### src/rtl/memmap_pkg.sv
// Shared types for the memory map decoder.
// Assumes: select vectors are 3 bits, one bit per target.
package memmap_pkg;

    typedef enum logic [1:0] {
        KIND_FETCH  = 2'd0,
        KIND_MOVX8  = 2'd1,
        KIND_MOVX16 = 2'd2,
        KIND_IDLE   = 2'd3
    } acc_kind_e;

    // Bit 3 boot_en, bit 2 cram_map, bit 1 ext_data, bit 0 size_big
    typedef struct packed {
        logic boot_en;
        logic cram_map;
        logic ext_data;
        logic size_big;
    } mm_cfg_t;

    localparam int CODE_CRAM = 0;
    localparam int CODE_BOOT = 1;
    localparam int CODE_EXT  = 2;
    localparam int DATA_XRAM = 0;
    localparam int DATA_CRAM = 1;
    localparam int DATA_EXT  = 2;
    localparam int SEL_W     = 3;

endpackage

### src/rtl/memmap_ctrl.sv
// Control state for the memory map: the external-access strap latch,
// the configuration register, the pointer-select register and the
// reset vector. Assumes the strap is stable during reset.
module memmap_ctrl
    import memmap_pkg::*;
#(
    parameter int          ADDR_W   = 16,
    parameter logic [15:0] BOOT_VEC = 16'hF800
) (
    input  logic              clk,
    input  logic              rst_n,
    input  logic              ext_pin_i,
    input  logic              cfg_we_i,
    input  logic [3:0]        cfg_wdata_i,
    input  logic              ptr_we_i,
    input  logic [2:0]        ptr_wdata_i,
    input  logic              ptr_inc_i,
    output logic              ea_o,
    output mm_cfg_t           cfg_o,
    output logic [2:0]        ptr_o,
    output logic [ADDR_W-1:0] reset_vec_o
);

    localparam mm_cfg_t CFG_RST = '{boot_en: 1'b1, cram_map: 1'b0,
                                    ext_data: 1'b0, size_big: 1'b0};

    logic        ea_q;
    mm_cfg_t     cfg_q;
    logic [2:0]  ptr_q;
    logic [2:0]  ptr_sum;

    // Capture the strap while reset is held, keep it afterwards
    always_ff @(posedge clk) begin
        if (!rst_n) ea_q <= ext_pin_i;
    end

    // Configuration register with boot enable set at reset
    always_ff @(posedge clk) begin
        if (!rst_n)        cfg_q <= CFG_RST;
        else if (cfg_we_i) cfg_q <= mm_cfg_t'(cfg_wdata_i);
    end

    // Increment value; bit 1 is held at 0 so carries stop there
    always_comb ptr_sum = ptr_q + 3'd1;

    // Pointer-select register, write beats increment
    always_ff @(posedge clk) begin
        if (!rst_n)         ptr_q <= 3'b000;
        else if (ptr_we_i)  ptr_q <= {ptr_wdata_i[2], 1'b0, ptr_wdata_i[0]};
        else if (ptr_inc_i) ptr_q <= {ptr_sum[2], 1'b0, ptr_sum[0]};
    end

    assign ea_o        = ea_q;
    assign cfg_o       = cfg_q;
    assign ptr_o       = ptr_q;
    assign reset_vec_o = ea_q ? BOOT_VEC[ADDR_W-1:0] : '0;

    assert_strap_hold_R1: assert property (@(posedge clk) disable iff (!rst_n)
        $past(rst_n) |-> $stable(ea_q));

    assert_inc_toggle_R13: assert property (@(posedge clk) disable iff (!rst_n)
        (ptr_inc_i && !ptr_we_i) |=>
        (ptr_q[0] != $past(ptr_q[0])) && (ptr_q[2] == $past(ptr_q[2])));

    assert_cfg_reset_R5: assert property (@(posedge clk)
        !rst_n |=> cfg_q.boot_en && !cfg_q.cram_map && !cfg_q.ext_data && !cfg_q.size_big);

endmodule

### src/rtl/memmap_code_dec.sv
// Combinational code-fetch target decode. Assumes code RAM starts at 0
// and boot ROM covers everything above it.
module memmap_code_dec
    import memmap_pkg::*;
#(
    parameter int ADDR_W    = 16,
    parameter int CRAM_SIZE = 32768
) (
    input  logic              ea_i,
    input  logic              boot_en_i,
    input  logic [ADDR_W-1:0] addr_i,
    output logic [SEL_W-1:0]  sel_o
);

    localparam logic [ADDR_W:0] CRAM_LIM = (ADDR_W+1)'(CRAM_SIZE);

    // Strap low sends everything off-chip; else split at code RAM top
    always_comb begin
        sel_o = '0;
        if (!ea_i)                          sel_o[CODE_EXT]  = 1'b1;
        else if ({1'b0, addr_i} < CRAM_LIM) sel_o[CODE_CRAM] = 1'b1;
        else if (boot_en_i)                 sel_o[CODE_BOOT] = 1'b1;
        else                                sel_o[CODE_EXT]  = 1'b1;
    end

endmodule

### src/rtl/memmap_data_dec.sv
// Combinational MOVX target decode. Assumes the 8-bit pointer form
// carries its address in the low byte only.
module memmap_data_dec
    import memmap_pkg::*;
#(
    parameter int ADDR_W     = 16,
    parameter int XRAM_SMALL = 256,
    parameter int XRAM_BIG   = 512
) (
    input  logic              short_ptr_i,
    input  mm_cfg_t           cfg_i,
    input  logic [ADDR_W-1:0] addr_i,
    output logic [SEL_W-1:0]  sel_o
);

    localparam logic [ADDR_W:0] LIM_SMALL = (ADDR_W+1)'(XRAM_SMALL);
    localparam logic [ADDR_W:0] LIM_BIG   = (ADDR_W+1)'(XRAM_BIG);

    logic [ADDR_W:0] eff_addr;
    logic [ADDR_W:0] limit;

    // Effective address and the visible internal size
    always_comb begin
        eff_addr = short_ptr_i ? {{(ADDR_W-7){1'b0}}, addr_i[7:0]} : {1'b0, addr_i};
        limit    = cfg_i.size_big ? LIM_BIG : LIM_SMALL;
    end

    // Override first, then external bit, then size compare
    always_comb begin
        sel_o = '0;
        if (cfg_i.cram_map)       sel_o[DATA_CRAM] = 1'b1;
        else if (cfg_i.ext_data)  sel_o[DATA_EXT]  = 1'b1;
        else if (eff_addr < limit) sel_o[DATA_XRAM] = 1'b1;
        else                      sel_o[DATA_EXT]  = 1'b1;
    end

endmodule

### src/rtl/memmap_decoder.sv
// Top of the memory map decoder: routes each access to one target and
// registers the result for one cycle. Assumes one access per cycle.
module memmap_decoder
    import memmap_pkg::*;
#(
    parameter int          ADDR_W     = 16,
    parameter int          CRAM_SIZE  = 32768,
    parameter int          XRAM_SMALL = 256,
    parameter int          XRAM_BIG   = 512,
    parameter logic [15:0] BOOT_VEC   = 16'hF800
) (
    input  logic              clk,
    input  logic              rst_n,
    input  logic              ext_pin_i,
    input  logic              ext_bus_en_i,
    input  logic              cfg_we_i,
    input  logic [3:0]        cfg_wdata_i,
    input  logic              ptr_we_i,
    input  logic [2:0]        ptr_wdata_i,
    input  logic              ptr_inc_i,
    input  logic              acc_valid_i,
    input  logic [1:0]        acc_kind_i,
    input  logic [ADDR_W-1:0] acc_addr_i,
    output logic [2:0]        code_sel_o,
    output logic [2:0]        data_sel_o,
    output logic              ext_req_o,
    output logic              err_o,
    output logic [2:0]        ptr_o,
    output logic [ADDR_W-1:0] reset_vec_o
);

    logic             ea;
    mm_cfg_t          cfg;
    logic [SEL_W-1:0] code_raw, data_raw;
    logic [SEL_W-1:0] code_nxt, data_nxt;
    logic             is_fetch, is_movx;
    logic             ext_nxt, err_nxt;
    logic [SEL_W-1:0] code_q, data_q;
    logic             ext_q, err_q;

    memmap_ctrl #(.ADDR_W(ADDR_W), .BOOT_VEC(BOOT_VEC)) i_ctrl (
        .clk(clk), .rst_n(rst_n), .ext_pin_i(ext_pin_i),
        .cfg_we_i(cfg_we_i), .cfg_wdata_i(cfg_wdata_i),
        .ptr_we_i(ptr_we_i), .ptr_wdata_i(ptr_wdata_i), .ptr_inc_i(ptr_inc_i),
        .ea_o(ea), .cfg_o(cfg), .ptr_o(ptr_o), .reset_vec_o(reset_vec_o)
    );

    memmap_code_dec #(.ADDR_W(ADDR_W), .CRAM_SIZE(CRAM_SIZE)) i_code (
        .ea_i(ea), .boot_en_i(cfg.boot_en), .addr_i(acc_addr_i), .sel_o(code_raw)
    );

    memmap_data_dec #(.ADDR_W(ADDR_W), .XRAM_SMALL(XRAM_SMALL), .XRAM_BIG(XRAM_BIG)) i_data (
        .short_ptr_i(acc_kind_i == KIND_MOVX8), .cfg_i(cfg),
        .addr_i(acc_addr_i), .sel_o(data_raw)
    );

    // Qualify decodes by access kind and form the bus request and error
    always_comb begin
        is_fetch = acc_valid_i && (acc_kind_i == KIND_FETCH);
        is_movx  = acc_valid_i && ((acc_kind_i == KIND_MOVX8) || (acc_kind_i == KIND_MOVX16));
        code_nxt = is_fetch ? code_raw : '0;
        data_nxt = is_movx  ? data_raw : '0;
        ext_nxt  = code_nxt[CODE_EXT] | data_nxt[DATA_EXT];
        err_nxt  = code_nxt[CODE_EXT] & ~ext_bus_en_i;
    end

    // Output register, cleared at reset
    always_ff @(posedge clk) begin
        if (!rst_n) begin
            code_q <= '0;
            data_q <= '0;
            ext_q  <= 1'b0;
            err_q  <= 1'b0;
        end else begin
            code_q <= code_nxt;
            data_q <= data_nxt;
            ext_q  <= ext_nxt;
            err_q  <= err_nxt;
        end
    end

    assign code_sel_o = code_q;
    assign data_sel_o = data_q;
    assign ext_req_o  = ext_q;
    assign err_o      = err_q;

    assert_one_target_R14: assert property (@(posedge clk) disable iff (!rst_n)
        $onehot0({code_sel_o, data_sel_o}));

    assert_internal_quiet_R11: assert property (@(posedge clk) disable iff (!rst_n)
        (code_sel_o[CODE_CRAM] | code_sel_o[CODE_BOOT] |
         data_sel_o[DATA_XRAM] | data_sel_o[DATA_CRAM]) |-> !ext_req_o);

    assert_strap_low_ext_R2: assert property (@(posedge clk) disable iff (!rst_n)
        (acc_valid_i && acc_kind_i == KIND_FETCH && !ea) |=> code_sel_o == 3'b100);

    assert_override_wins_R10: assert property (@(posedge clk) disable iff (!rst_n)
        (acc_valid_i && (acc_kind_i == KIND_MOVX8 || acc_kind_i == KIND_MOVX16) && cfg.cram_map)
        |=> data_sel_o == 3'b010);

    assert_err_is_fetch_R12: assert property (@(posedge clk) disable iff (!rst_n)
        err_o |-> code_sel_o[CODE_EXT]);

    assert_idle_zero_R14: assert property (@(posedge clk) disable iff (!rst_n)
        !acc_valid_i |=> (code_sel_o == 3'b000) && (data_sel_o == 3'b000) && !err_o);

endmodule

### config.mk
export PLATFORM = sky130hd
export DESIGN_NAME = memmap_decoder
export DESIGN_NICKNAME = d
export VERILOG_FILES = /design/src/rtl/memmap_pkg.sv /design/src/rtl/memmap_ctrl.sv /design/src/rtl/memmap_code_dec.sv /design/src/rtl/memmap_data_dec.sv /design/src/rtl/memmap_decoder.sv
export SDC_FILE = /design/constraint.sdc
export NUM_CORES = 1
export LEC_CHECK = 0
export BUFFER_PORTS_ARGS = -buffer_cell sky130_fd_sc_hd__buf_2
export CAP_MARGIN = 20
export CORE_MARGIN = 4
export CORE_UTILIZATION = 40
export CTS_CLUSTER_DIAMETER = 120
export DETAILED_ROUTE_END_ITERATION = 8
export PLACE_DENSITY = 0.81
export SETUP_SLACK_MARGIN = 0.3
export SLEW_MARGIN = 20
export SYNTH_ARGS = -nofsm -noshare
export SYNTH_HDL_FRONTEND = slang
export SYNTH_SLANG_ARGS = --single-unit
### constraint.sdc
create_clock -name clk -period 2.9 [get_ports clk]
set_clock_uncertainty 0.15 [all_clocks]
set_input_delay 0 -clock clk [delete_from_list [all_inputs] [get_ports clk]]
set_output_delay 0 -clock clk [all_outputs]
set_load 0.05 [all_outputs]
==> results.py <==
metrics = {
    "critical_path": {
        "crit_slowest_cell": "dlygate4sd3_1",
        "critPathKind": "in2reg",
        "crit_chain": "dlygate4sd3_1 -> buf_2 -> or4_4 -> dlygate4sd3_1 -> o211ai_2 -> nand3_1",
        "cpLargestDelayFamily": "buffers and inverters",
        "cp_common_cell": "dlygate4sd3_1",
        "critPathCaptureType": "register",
        "critPathMaxStageDelay_ns": 0.59,
        "critical_path.max_fanout": 2,
        "cp.arrival_ns": 2.02,
        "start_kind": "input port",
        "crit_buf_inv": 3,
        "cp.required_ns": 2.91,
    },
    "placed_design": {
        "gp_congestion": 0.711,
        "place_inst": 135,
        "pre_cts_ws_ns": 1.35,
        "io_buffers": 38,
        "hpwl_um": 1230,
    },
    "layout": {
        "layout-drive-gt1-share": 0.333,
        "finalCoreUtilization": 0.636,
        "antenna_cells": 0,
        "area_growth_pct": 49.6,
        "instances_no_fill": 160,
        "nets": 172,
    },
    "detailed_routing": {
        "drtPass1Iterations": 5,
        "drt-initial-drc-count": 2,
        "drc": 0,
        "vias": 664,
        "ant_nets": 0,
        "routedWlPerCell_um": 10.8,
        "avgViaCountPerCell": 4.15,
        "wirelength_um": 1730,
    },
    "yosys": {
        "synth_cell_types": 23,
        "yosysMostFrequentCell": "buf_4",
        "yosys_most_used_dff": "dfxtp_1",
        "synth-seq-cells": 15,
        "ys_seq_area_frac": 0.418,
        "syn_inst": 79,
        "synth_top_area_frac": 0.378,
        "ys_top_cells_by_area": "dfxtp_1 (38%), buf_4 (17%), mux2i_1 (8.1%)",
        "netlist_area_um2": 742,
        "synth_top_area_cell": "dfxtp_1",
        "ys_warn_count": 0,
        "synth_commonest_cells": "buf_4 (17), dfxtp_1 (14), nor2_1 (9)",
        "syn_avg_cell_area_um2": 9.39,
        "synth-edff-count": 1,
        "async_flop_share": 0,
    },
    "power": {
        "p_clk_frac": 0.234,
        "pwr-share-comb": 0.317,
        "p_int_mw": 0.325,
        "switchingPower_mw": 0.174,
        "vdd_drop_max_uv": 240,
        "power_density_nw_per_um2": 450,
        "sw_frac_of_total": 0.348,
        "p_leak_nw": 0.608,
        "p_seq_frac": 0.448,
    },
    "run_status": {
        "status": "finished with violations",
        "violations": "hold timing",
    },
    "sta": {
        "fmax_mhz": 495,
        "finalSetupViolCount": 0,
        "setup_slack_ns": 0.881,
        "fin_crit_sh": 0.696,
        "fin_crit_ns": 2.02,
        "finalSetupTns_ns": 0,
        "rsz0062_at_grt": "false",
        "drv_slew": 0,
        "finalHoldViolCount": 2,
        "timing.hold.ws_ns": -0.0451,
    },
    "run": {
        "cap_violations": 0,
    },
    "clocking": {
        "cts_max_path_buffers": 2,
        "post_cts_resized": 0,
        "cts_tree": "done",
        "clock_latency_ns": 0.27,
        "clockRootBuffer": "clkbuf_4",
        "cts_buffers": 3,
        "clock_sink_count": 15,
        "cts.clk_slew.worst_paths_ns": 0.09,
        "cts_max_level": 1,
    },
    "hold_path": {
        "hp-class": "in2reg",
    },
    "floorplanning": {
        "die_h_um": 51.1,
        "die_area_um2": 2610,
        "initial_core_util": 0.425,
        "core_area_um2": 1750,
        "die_width_um": 51.1,
        "fp-row-count": 15,
        "pin_count": 60,
    },
    "global_routing": {
        "grt_max_degree": 9,
        "grt-ovfl-total": 0,
        "grt_pass1_wl_um": 2700,
        "grt_pass1_vias": 658,
        "track_usage": 0.139,
        "antenna_found_initial": 0,
    },
}
==> logic make-up (layout without fill, tap and decap cells) <==
kind of cell,count (synthesis),count (layout),share of synthesized area
AOI/OAI and AO/OA,5,5,0.0540
muxes,6,6,0.0809
xor gates and xnor gates,1,1,0.0118
DFF,15,15,0.418
buffers and inverters,25,70,0.212
adders and majority gates,3,3,0.0506
other,1,12,0.00505
and+or+nand+nor,23,23,0.167
==> what timing repair did <==
item,4_1_cts,5_1_grt
hold endpoints to repair,16,0
hold buffers,22,0
setup endpoints to repair,0,1
setup buffers,0,0
==> metal layers <==
metal	track usage	part of all wire	routed length, µm
met5	0	0	0
met4	0.0538	0.0081	14
met3	0.0525	0.10	177
met2	0.270	0.51	882
met1	0.126	0.38	653
==> registers in the layout, indices dropped and copies added (netlist names) <==
signal        flops
ext_req_o         1
i_ctrl.cfg_o      4
code_sel_o        3
i_ctrl.ptr_o      2
data_sel_o        3
err_o             1
i_ctrl.ea_o       1
==> worst min-delay path, stage by stage <==
cell	delay, ns
buf_2	0.07
or2_2	0.12
o211ai_2	0.10
nand2_1	0.05
==> cell usage in the layout, fill, tap and decap left out, drive strengths merged <==
master | synthesis | final
a211o | 1 | 1
and3 | 2 | 2
and3b | 1 | 1
and4 | 1 | 1
and4b | 1 | 1
buf | 17 | 38
clkbuf | 1 | 4
conb | 1 | 12
dfxtp | 14 | 14
dlygate4sd3 | 0 | 21
edfxtp | 1 | 1
ha | 3 | 3
inv | 7 | 7
mux2i | 6 | 6
nand2 | 4 | 4
nand3 | 1 | 1
nor2 | 9 | 9
nor2b | 2 | 2
o211ai | 1 | 1
o21ai | 3 | 3
or2 | 1 | 1
or4 | 1 | 1
xor2 | 1 | 1
==> power groups by stage <==
stage | registers [mW] | clock network, mW | logic [mW]
2_1_floorplan | 0.248 | 0 | 0.101
3_3_place_gp | 0.228 | 0 | 0.131
3_5_place_dp | 0.229 | 0 | 0.133
4_1_cts | 0.224 | 0.125 | 0.158
5_1_grt | 0.225 | 0.131 | 0.168
6_report | 0.224 | 0.117 | 0.159
==> area by class of cell <==
class | instances | area (µm²)
Clock buffer | 4 | 26.3
Sequential cell | 15 | 310
Tap cell | 25 | 31.3
Multi-Input combinational cell | 50 | 315
Fill cell | 157 | 636
Inverter | 7 | 26.3
Timing Repair Buffer | 59 | 400
==> path summary, 6_finish.rpt <==
| check | startpoint | endpoint | slack (ns) | cells past startpoint |
|---|---|---|---|---|
| max reg2reg | i_ctrl.cfg_o[0]$_SDFFE_PN0P_ | ext_req_o$_SDFF_PN0_ | 1.35 | 5 |
| min reg2reg | i_ctrl.cfg_o[3]$_SDFFE_PN1P_ | code_sel_o[1]$_SDFF_PP0_ | 0.31 | 2 |
| min | acc_addr_i[10] | data_sel_o[2]$_SDFF_PN0_ | -0.05 | 4 |
| max | acc_addr_i[13] | ext_req_o$_SDFF_PN0_ | 0.88 | 6 |
==> through the flow <==
| stage | total power, mW | cell area, µm² |
|---|---|---|
| after floorplan | 0.350 | 783 |
| after global placement | 0.359 | 873 |
| after detailed placement | 0.361 | 873 |
| after CTS | 0.506 | 1120 |
| after global routing | 0.525 | 1110 |
| final | 0.499 | 1110 |
(Power assumes the default switching activity.)
